$ cat src/rtl/sdr_pkg.sv
package sdr_pkg;

    typedef enum logic {
        LINE_CLOCK  = 1'b0,
        LINE_STROBE = 1'b1
    } line_mode_e;

    typedef struct packed {
        logic valid;
        logic value;
    } bit_evt_t;

    // A strobe-signalled bit exists whenever data^strobe changes.
    function automatic logic strobe_bit_seen(input logic d, input logic s,
                                             input logic pd, input logic ps);
        return (d ^ s) != (pd ^ ps);
    endfunction

    // A clock-signalled bit exists only on a rising edge of the clock line.
    function automatic logic clock_bit_seen(input logic s, input logic ps);
        return s & ~ps;
    endfunction

endpackage

$ cat src/rtl/sdr_bit_recover.sv
module sdr_bit_recover
    import sdr_pkg::*;
(
    input  logic       clk,
    input  logic       rst,
    input  logic       enable,
    input  line_mode_e mode,
    input  logic       ser_data,
    input  logic       ser_aux,
    output bit_evt_t   evt_q
);

    logic     prev_data;
    logic     prev_aux;
    bit_evt_t evt_d;

    always_comb begin
        evt_d.value = ser_data;
        case (mode)
            LINE_STROBE: evt_d.valid = strobe_bit_seen(ser_data, ser_aux, prev_data, prev_aux);
            default:     evt_d.valid = clock_bit_seen(ser_aux, prev_aux);
        endcase
        evt_d.valid = evt_d.valid & enable;
    end

    // Line history is tracked in every cycle so that re-enabling or
    // switching class does not invent an edge from stale history.
    always_ff @(posedge clk) begin
        if (rst) begin
            prev_data <= 1'b0;
            prev_aux  <= 1'b0;
            evt_q     <= '0;
        end else begin
            prev_data <= ser_data;
            prev_aux  <= ser_aux;
            evt_q     <= evt_d;
        end
    end

endmodule

$ cat src/rtl/sdr_word_asm.sv
module sdr_word_asm
    import sdr_pkg::*;
#(
    parameter int WORD_W = 8
) (
    input  logic              clk,
    input  logic              rst,
    input  logic              enable,
    input  logic              align,
    input  bit_evt_t          evt,
    output logic [WORD_W-1:0] word_out,
    output logic              word_valid,
    output logic              word_fire
);

    localparam int CNT_W = (WORD_W > 1) ? $clog2(WORD_W) : 1;
    localparam logic [CNT_W-1:0] LAST_IDX = CNT_W'(WORD_W - 1);

    logic [WORD_W-1:0] shreg;
    logic [WORD_W-1:0] shreg_next;
    logic [CNT_W-1:0]  bit_cnt;
    logic              at_last;

    assign at_last    = (bit_cnt == LAST_IDX);
    assign shreg_next = {shreg[WORD_W-2:0], evt.value};
    // Alignment wins over a bit pending at the same edge.
    assign word_fire  = enable & ~align & evt.valid & at_last;

    always_ff @(posedge clk) begin
        if (rst || !enable) begin
            shreg      <= '0;
            bit_cnt    <= '0;
            word_out   <= '0;
            word_valid <= 1'b0;
        end else begin
            word_valid <= word_fire;
            if (align) begin
                shreg   <= '0;
                bit_cnt <= '0;
            end else if (evt.valid) begin
                shreg <= shreg_next;
                if (at_last) begin
                    bit_cnt  <= '0;
                    word_out <= shreg_next;
                end else begin
                    bit_cnt <= bit_cnt + 1'b1;
                end
            end
        end
    end

endmodule

$ cat src/rtl/sdr_word_clk.sv
module sdr_word_clk #(
    parameter int HOLD_CYC = 4
) (
    input  logic clk,
    input  logic rst,
    input  logic enable,
    input  logic word_fire,
    output logic word_clk
);

    generate
        if (HOLD_CYC == 1) begin : g_single
            always_ff @(posedge clk) begin
                if (rst || !enable) word_clk <= 1'b0;
                else                word_clk <= word_fire;
            end
        end else begin : g_counted
            localparam int HC_W = $clog2(HOLD_CYC);
            logic [HC_W-1:0] hold_left;

            always_ff @(posedge clk) begin
                if (rst || !enable) begin
                    word_clk  <= 1'b0;
                    hold_left <= '0;
                end else if (word_fire) begin
                    word_clk  <= 1'b1;
                    hold_left <= HC_W'(HOLD_CYC - 1);
                end else if (hold_left != '0) begin
                    hold_left <= hold_left - 1'b1;
                end else begin
                    word_clk <= 1'b0;
                end
            end
        end
    endgenerate

endmodule

$ cat src/rtl/strobe_byte_deser.sv
module strobe_byte_deser
    import sdr_pkg::*;
#(
    parameter int WORD_W   = 8,
    parameter int HOLD_CYC = 4
) (
    input  logic              clk,
    input  logic              rst,
    input  logic              enable,
    input  logic              class_hi,
    input  logic              align,
    input  logic              ser_data,
    input  logic              ser_aux,
    output logic [WORD_W-1:0] word_out,
    output logic              word_valid,
    output logic              word_clk
);

    generate
        if (HOLD_CYC < 1 || HOLD_CYC >= WORD_W) begin : g_bad_hold
            $error("HOLD_CYC must lie in 1..WORD_W-1");
        end
        if (WORD_W < 2) begin : g_bad_width
            $error("WORD_W must be at least 2");
        end
    endgenerate

    line_mode_e mode;
    bit_evt_t   evt;
    logic       word_fire;

    assign mode = line_mode_e'(class_hi);

    sdr_bit_recover u_recover (
        .clk      (clk),
        .rst      (rst),
        .enable   (enable),
        .mode     (mode),
        .ser_data (ser_data),
        .ser_aux  (ser_aux),
        .evt_q    (evt)
    );

    sdr_word_asm #(.WORD_W(WORD_W)) u_asm (
        .clk        (clk),
        .rst        (rst),
        .enable     (enable),
        .align      (align),
        .evt        (evt),
        .word_out   (word_out),
        .word_valid (word_valid),
        .word_fire  (word_fire)
    );

    sdr_word_clk #(.HOLD_CYC(HOLD_CYC)) u_wclk (
        .clk       (clk),
        .rst       (rst),
        .enable    (enable),
        .word_fire (word_fire),
        .word_clk  (word_clk)
    );

endmodule

$ cat config.mk
export PLATFORM = sky130hd
export DESIGN_NAME = strobe_byte_deser
export DESIGN_NICKNAME = d
export VERILOG_FILES = /design/src/rtl/sdr_pkg.sv /design/src/rtl/sdr_bit_recover.sv /design/src/rtl/sdr_word_asm.sv /design/src/rtl/sdr_word_clk.sv /design/src/rtl/strobe_byte_deser.sv
export SDC_FILE = /design/constraint.sdc
export NUM_CORES = 1
export LEC_CHECK = 0
export BUFFER_PORTS_ARGS = -buffer_cell sky130_fd_sc_hd__buf_2
export CAP_MARGIN = 10
export CORE_MARGIN = 1
export CORE_UTILIZATION = 54
export DETAILED_ROUTE_END_ITERATION = 10
export PLACE_DENSITY = 0.74
export SYNTH_ARGS = -nofsm -noshare
export SYNTH_HDL_FRONTEND = slang
export SYNTH_SLANG_ARGS = --single-unit
$ cat constraint.sdc
create_clock -name clk -period 2.1 [get_ports clk]
set_input_delay 0.63 -clock clk [delete_from_list [all_inputs] [get_ports clk]]
set_output_delay 0.63 -clock clk [all_outputs]
set_load 0.05 [all_outputs]
==> flow_summary.yaml, run 1 <==
power:
  p_seq_share_pct: 65.8
  clockPowerShare_pct: 28.8
  cellPowerDensity_nw_per_um2: 662
  p_int_w: 0.000571
  p_sw_share_pct: 21.8
  p_sw_w: 0.000159
  ir_drop_v: 0.000478
  power_w: 0.000729
  leakage_nw: 0.505
  combPwrFrac_pct: 5.4
clocking:
  cts_root_buf: "clkbuf_4"
  cts.sinks: 25
  cts_setup_buffers: 0
  htreeDepth: 1
  cts_resized: 0
  worstSkewPairLatency_ns: 0.31
  cts_buffers: 3
  clockBufferDepth: 2
  hold_buffers: 0
  clkTransAtPathRegs_ns: 0.13
  tritoncts: "yes"
layout:
  diodes: 0
  drive_above_1_share_pct: 21.8
  n_fill_cell: 122
  fin_util_pct: 69.2
  post-route-cell-area_um2: 1100
  fin_nets: 121
  areaGrowthSynthToFinish_pct: 13.2
placement:
  dpl.hpwl_mm: 1.06
  io_buffers: 16
  place_area_um2: 1080
  gp_congestion: 0.702
synthesis:
  ys_warn_count: 0
  synth.most_common_cell: "dfxtp_1"
  synth_area_leaders: "dfxtp_1 51%, mux2i_1 19%, nor2_1 7.7%"
  synthCells: 92
  syn_avg_cell_area_um2: 10.6
  syn_area_um2: 973
  synth_top_area_cell: "dfxtp_1"
  synth_commonest_cells: "25 x dfxtp_1, 20 x nor2_1, 18 x mux2i_1"
  synth_edf_count: 0
  synth.distinct_cells: 19
  yosys_register_bits: 25
  synth_seq_area_share_pct: 51.4
  synth_fp_nets: 102
  synth_ff_type: "dfxtp_1"
  synth_top_area_share_pct: 51.4
  async_flop_share_pct: 0
floorplanning:
  die_h_um: 44.5
  row_count: 14
  die_w_um: 44.5
  initial_utilization_pct: 61.1
  core_area_um2: 1590
  ioPinCount: 17
  die-area_um2: 1980
worst_hold_path:
  hold_path_depth: 2
  hold_path_class: "flop to flop"
routing:
  drt_wl_total_mm: 1.44
  drtPass1Iterations: 3
  wl_per_cell_um: 10.7
  ant_nets: 0
  via_per_inst: 4.81
  drc: 0
  drt_iter0_drc: 5
  via_count: 645
sta:
  rsz0062_at_grt: "false"
  tns_ns: 0
  drv_slew: 0
  hold_violations: 0
  finalCriticalPeriod_ns: 1.58
  final-setup-viol-count: 0
  fmax_mhz: 634
  period_share_pct: 75.1
  slew_headroom_pct: 78.8
  worstMarginPinSlew_ns: 0.317
  fin_skew_ns: 0.00371
global_routing:
  grt.total_usage_pct: 19.1
  grt_pass1_wl_mm: 2.68
  grt-ovfl-total: 0
  grt_max_degree: 16
  grt_pass1_vias: 648
  antenna_found_initial: 0
worst_setup_path:
  cp_data_required_time_ns: 1.47
  path_max_fanout: 2
  cp_slowest_stage_delay_ns: 0.36
  endpoint_kind: "primary output"
  arrival_ns: 0.95
  cp-start-kind: "flop"
  cp_num_buf_inv: 1
  cpMaxStageDelayCell: "dfxtp_1"
  r2r_cells: 6
  cp.depth: 1
  path_cells: "buf_2"
  path_class: "flop to primary output"
  cpLargestDelayFamily: "flip-flops"
outcome:
  outcome: "completed"
run:
  maxCapViolations: 0
state kept, by name, indices dropped and copies added, names as in the netlist:
name                        cells
u_asm.bit_cnt                   3
u_asm.shreg                     7
u_asm.word_out                  8
u_asm.word_valid                1
u_recover.evt_q                 2
u_recover.prev_aux              1
u_wclk.g_counted.hold_left      2
u_wclk.word_clk                 1
worst reg2reg max path, stage by stage, from the launching register on:
cell	delay, ns
dfxtp_1	0.35
ha_1	0.20
ha_1	0.21
nand3b_1	0.09
buf_4	0.22
mux2i_1	0.21
nor2_1	0.06
power by group through the flow:
stage                     Combinational (W)  Sequential [W]  Clock [W]
after global routing              0.0000434        0.000481   0.000244
after global placement            0.0000389        0.000491          0
after floorplan                   0.0000283        0.000490          0
after CTS                         0.0000397        0.000480   0.000219
after detailed placement          0.0000396        0.000491          0
final                             0.0000395        0.000480   0.000210
path summary, 6_finish.rpt:
path / start / to / slack (ns)
setup / recovery: u_asm.word_out[0] / word_out[0] / 0.52
hold / removal: u_wclk.word_clk / u_wclk.word_clk / 0.48
setup reg to reg: u_asm.bit_cnt[0] / u_asm.word_out[4] / 0.67
hold reg to reg: u_wclk.word_clk / u_wclk.word_clk / 0.48
routing by layer:
layer,GRT usage [%],vias to the layer above,part of all wire [%]
li1,-,340,-
met1,23.4,288,49
met2,29.4,13,46
met3,4.90,4,2.9
met4,12.7,0,1.6
met5,0,-,0
through the flow:
stage	worst slack, ns	std cells	hold slack (ns)
after global placement	0.574	130	0.460
after detailed placement	0.541	130	0.460
final	0.524	134	0.475
after floorplan	0.732	92	0.449
after CTS	0.513	134	0.474
after global routing	0.462	134	0.469
layout make-up:
class	instances	area (um2)	share of cell area [%]
timing repair buffer	18	95.1	8.63
clock buffer	4	26.3	2.38
tap	24	30.0	2.72
inverter	4	15.0	1.36
sequential	25	500	45.4
multi-input combinational	59	435	39.5
cell families after synthesis:
logic type,count (synthesis),share of synthesized area [%]
xor+xnor,3,2.70
compound gates,6,4.50
simple gates,28,14.0
mux,19,19.7
flops,25,51.4
fa+ha+maj,3,3.86
buf+inv,8,3.86
layout by cell type, fill, tap and decap left out:
master    instances
nor2_1           20
a2111o_1          1
o31ai_2           1
buf_2            16
and2b_1           1
buf_4             2
or2_1             1
inv_1             4
mux2_2            1
mux2i_1          18
ha_1              3
clkbuf_4          3
nand2b_1          2
dfxtp_1          25
nand2b_4          1
clkbuf_1          1
nand3b_1          2
xnor2_1           1
nor2b_1           1
a21oi_1           4
xor2_1            2
(Power assumes the default switching activity.)
==> inputs of run 2 (changes only) <==
ABC_AREA = 1   (was not set)
CORE_UTILIZATION = 48   (was 54)
PLACE_DENSITY = 0.69   (was 0.74)
clock period = 1.45 ns   (was 2.1 ns; I/O delays follow)
==> run 2 against run 1 <==
Effect of this change: global-route usage fell by 2.3 points; via count rose by 28%; clock-buffer cell count stayed put; area after synthesis rose by 4.4%; final area up 5.2%; flip-flop and latch count did not move; combinational power grew 63%; critical endpoint is now word_out[3]; critical path type unchanged; register-to-register slack lost 0.55 ns; setup slack got worse by 0.44 ns; sequential share of layout area shrank 2.1 points; largest cell class unchanged; core utilization down 11 points; sequential power grew 45%.
==> flow_summary.yaml, run 2 <==
layout:
  final_common_cell: "nand2_1"
  reg_top3: "u_asm.word_out: 8 flops, u_asm.shreg: 7 flops, u_asm.bit_cnt: 3 flops"
  post-route-cell-area_um2: 1160
  largest_reg_flops: 8
  diodes: 0
  areaGrowthSynthToFinish_pct: 14.2
  final_cell_mix: "29 x nand2_1, 24 x nor2_1, 24 x dfxtp_1, 16 x buf_2"
  n_fill_cell: 183
  stdcell_count: 179
  drive_above_1_share_pct: 21.1
  largest-register: "u_asm.word_out"
  fin_nets: 163
sta:
  worstMarginPinSlew_ns: 0.261
  final-setup-viol-count: 0
  slew_headroom_pct: 82.6
  period_share_pct: 94.1
  rsz0062_at_grt: "false"
  tns_ns: 0
  finalCriticalPeriod_ns: 1.36
  hold_violations: 0
  fmax_mhz: 733
  fin_skew_ns: 0.00153
  setup_ws_ns: 0.0852
  drv_slew: 0
synthesis:
  syn_avg_cell_area_um2: 7.70
  synthCells: 132
  synth_seq_area_share_pct: 49.3
  synth_commonest_cells: "29 x nand2_1, 25 x dfxtp_1, 24 x nor2_1"
  synth.distinct_cells: 17
  synth_ff_type: "dfxtp_1"
  synth_edf_count: 0
  synth_top_area_share_pct: 49.3
  synth_area_leaders: "dfxtp_1 49%, nand2_1 11%, nor2_1 8.9%"
  synth.most_common_cell: "nand2_1"
  ys_warn_count: 0
  async_flop_share_pct: 0
  syn_area_um2: 1020
  synth_fp_nets: 142
  yosys_register_bits: 25
  synth_top_area_cell: "dfxtp_1"
clocking:
  cts.sinks: 25
  cts_setup_buffers: 0
  htreeDepth: 1
  clockBufferDepth: 2
  cts_buffers: 3
  worstSkewPairLatency_ns: 0.30
  hold_buffers: 0
  tritoncts: "yes"
  clkTransAtPathRegs_ns: 0.13
  cts_root_buf: "clkbuf_4"
placement:
  gp_congestion: 0.775
  place_area_um2: 1130
  dpl.hpwl_mm: 1.39
  placedCellCount: 175
  io_buffers: 16
  dp_slack_ns: 0.118
worst_setup_path:
  arrival_ns: 0.93
  path_max_fanout: 2
  cp-start-kind: "flop"
  cp_num_buf_inv: 1
  cpLargestDelayFamily: "flip-flops"
  cp.depth: 1
  endpoint_kind: "primary output"
  cp_slowest_stage_delay_ns: 0.36
  r2r_cells: 7
  r2r_slack_ns: 0.12
  path_cells: "buf_2"
  cpMaxStageDelayCell: "dfxtp_1"
  cp_data_required_time_ns: 1.02
  path_class: "flop to primary output"
global_routing:
  grt_pass1_wl_mm: 2.73
  grt-ovfl-total: 0
  grt_pass1_vias: 696
  grt_max_degree: 14
  antenna_found_initial: 0
  grt.total_usage_pct: 16.8
floorplanning:
  core_area_um2: 1980
  die_h_um: 48.0
  initial_utilization_pct: 51.3
  row_count: 16
  die_w_um: 48.0
  die-area_um2: 2300
  ioPinCount: 17
routing:
  drc: 0
  drtPass1Iterations: 4
  drt_iter0_drc: 16
  via_count: 826
  via_per_inst: 4.61
  ant_nets: 0
  wl_per_cell_um: 10.1
  drt_wl_total_mm: 1.81
power:
  cellPowerDensity_nw_per_um2: 917
  power_w: 0.00106
  ir_drop_v: 0.000518
  leakage_nw: 0.549
outcome:
  outcome: "completed"
worst_hold_path:
  hold_path_depth: 2
  hold_path_class: "primary input to flop"
run:
  maxCapViolations: 0
## run 2: final timing paths
path | start | to
min | rst | u_recover.evt_q[0]
max | u_asm.word_out[3] | word_out[3]
max reg2reg | u_asm.bit_cnt[0] | u_asm.word_out[6]
min reg2reg | u_asm.bit_cnt[0] | u_asm.bit_cnt[0]
## run 2: per-layer routing
metal,global-route usage [%],vias to the layer above,part of all wire [%]
li1,-,451,-
met1,21.5,356,49
met4,6.67,0,0.66
met5,0,-,0
met2,27.6,17,47
met3,3.40,2,3.4
## run 2: logic make-up after synthesis
logic type,synth area share [%]
adders and majority gates,3.69
xor gates and xnor gates,0.862
DFF,49.3
AOI/OAI and AO/OA,11.6
and+or+nand+nor,26.7
buffers and inverters,7.88
## run 2: final cells by class
type | instances | area, um2 | share of cell area [%]
well taps | 27 | 33.8 | 2.91
multi-input cells | 89 | 435 | 37.5
inverters | 15 | 56.3 | 4.85
flip-flops and latches | 25 | 502 | 43.3
clock buffers | 4 | 26.3 | 2.27
repair buffers | 19 | 106 | 9.17
## run 2: worst register-to-register path: stages, from the launching register on
cell and delay [ns]:
dfxtp_2 0.37, ha_1 0.15, ha_1 0.17, nand2_2 0.08, nor2_4 0.20, inv_2 0.11, nor2_1 0.11, nor2_1 0.05
## run 2: repair_timing
| item | CTS | global route |
|---|---|---|
| endpoints found under the setup margin | 0 | 4 |
| hold endpoints to repair | 0 | 0 |
| gates resized for setup | 0 | 2 |
## run 2: per-stage QoR
| stage | utilization (%) | hold WS [ns] |
|---|---|---|
| finish | 58.5 | 0.330 |
| global route | 58.5 | 0.331 |
| CTS | 58.3 | 0.326 |
| detailed placement | 56.9 | 0.466 |
| global placement | 56.9 | 0.461 |
| floorplan | - | 0.441 |
## run 2: where the power goes
group | switching [W] | internal [W]
Sequential | 0.00000583 | 0.000692
Combinational | 0.0000397 | 0.0000245
Clock | 0.000195 | 0.000107
==> inputs of run 3 (changes only) <==
REMOVE_ABC_BUFFERS = 1   (was not set)
clock period = 1.2 ns   (was 1.45 ns; I/O delays follow)
==> run 3 against run 2 <==
Effect of this change: the flow now finishes with violations (negative setup slack); wire length up 11%; clock-buffer cell count unchanged; final area up 16%; via count up 6.2%; clock power up 22%; highest routed layer unchanged.
==> flow_summary.yaml, run 3 (synthesized netlist as in run 2, its figures left out) <==
worst_setup_path:
  path_class: "flop to flop"
  arrival_ns: 1.54
  endpoint_kind: "flop"
  cp-start-kind: "flop"
  r2r_slack_ns: -0.09
  cp_data_required_time_ns: 1.45
  path_max_fanout: 5
floorplanning:
  die_w_um: 48.0
  core_area_um2: 1980
  initial_utilization_pct: 51.3
  die-area_um2: 2300
  row_count: 16
  ioPinCount: 17
  die_h_um: 48.0
global_routing:
  grt_max_degree: 14
  grt_pass1_vias: 715
  antenna_found_initial: 0
  grt.total_usage_pct: 18.8
  grt-ovfl-total: 0
  grt_pass1_wl_mm: 2.95
layout:
  final_cell_mix: "29 x nand2_1, 22 x nor2_1, 15 x dfxtp_1, 13 x inv_1, 12 x a21oi_1"
  largest_reg_flops: 8
  fin_nets: 166
  drive_above_1_share_pct: 33.5
  diodes: 0
  largest-register: "u_asm.word_out"
  final_common_cell: "nand2_1"
  reg_top3: "u_asm.word_out: 8 flops, u_asm.shreg: 7 flops, u_asm.bit_cnt: 3 flops"
  areaGrowthSynthToFinish_pct: 32.3
  n_fill_cell: 164
clocking:
  cts.sinks: 25
  cts_buffers: 3
  clockBufferDepth: 2
  clkTransAtPathRegs_ns: 0.13
  tritoncts: "yes"
  htreeDepth: 1
  cts_root_buf: "clkbuf_4"
  hold_buffers: 0
  worstSkewPairLatency_ns: 0.31
placement:
  dpl.hpwl_mm: 1.40
  io_buffers: 16
  gp_congestion: 0.770
power:
  cellPowerDensity_nw_per_um2: 962
  leakage_nw: 0.592
  ir_drop_v: 0.000543
  power_w: 0.00129
routing:
  ant_nets: 0
  drt_iter0_drc: 15
  drc: 0
  via_per_inst: 4.82
  drtPass1Iterations: 4
  wl_per_cell_um: 11.0
  drt_wl_total_mm: 2.01
  via_count: 877
sta:
  rsz0062_at_grt: "true"
  final-setup-viol-count: 11
  finalCriticalPeriod_ns: 1.29
  timing.hold.ws_ns: 0.256
  period_share_pct: 107
  slew_headroom_pct: 82.2
  setup_ws_ns: -0.0860
  fin_skew_ns: 0.00195
  fmax_mhz: 778
  hold_violations: 0
  worstMarginPinSlew_ns: 0.267
  drv_slew: 0
run:
  maxCapViolations: 0
outcome:
  outcome: "finished, violations left"
  failed_checks: "negative setup slack"
worst_hold_path:
  hold_path_class: "primary input to flop"
## run 3: routing by layer
layer / up-vias / track usage [%] / part of all wire, %
met3: 2 / 3.40 / 2.8
met5: - / 0 / 0
met2: 17 / 33.8 / 51
met1: 402 / 22.7 / 45
li1: 456 / - / -
met4: 0 / 5.00 / 0.60
## run 3: area by class of cell
cell class                      count  area (um2)  area share (%)
Multi-Input combinational cell     89         487            36.2
Inverter                           15        58.8            4.38
Tap cell                           27        33.8            2.51
Sequential cell                    25         513            38.2
Timing Repair Buffer               22         225            16.8
Clock buffer                        4        26.3            1.96
## run 3: what timing repair did
item	CTS	global route
gates resized for setup	39	13
pin swaps	2	5
buffers inserted	1	0
endpoints found under the setup margin	21	22
## run 3: worst paths after layout
kind | from | end | cells past startpoint
worst max-delay path | u_asm.bit_cnt[0] | u_asm.word_out[0] | 7
worst max register to register | u_asm.bit_cnt[0] | u_asm.word_out[0] | 7
worst min register to register | u_asm.shreg[6] | u_asm.shreg[6] | 2
worst min-delay path | rst | u_recover.prev_aux | 2
## run 3: stage by stage
stage | instance area [um2] | utilization (%) | setup slack, ns | std cells | TNS, ns
floorplan | 992 | - | -0.102 | 129 | -0.868
global placement | 1140 | 57.7 | -0.0382 | 177 | -0.198
detailed placement | 1140 | 57.7 | -0.0768 | 177 | -0.510
CTS | 1290 | 65.3 | -0.0799 | 182 | -0.700
global route | 1340 | 67.8 | -0.128 | 182 | -1.43
finish | 1340 | 67.8 | -0.0860 | 182 | -0.681
## run 3: report_power, final
group	total [W]	internal (W)	switching [W]
registers	0.000841	0.000836	0.00000574
logic	0.0000825	0.0000308	0.0000517
clock network	0.000368	0.000130	0.000239
total	0.00129	0.000996	0.000296
## run 3: critical path, cell delays in order (launching register included)
cell     delay [ns]
dfxtp_2        0.38
ha_4           0.15
ha_4           0.14
nand2_4        0.05
nor2_4         0.20
buf_6          0.15
o21ai_1        0.06
a21oi_1        0.11
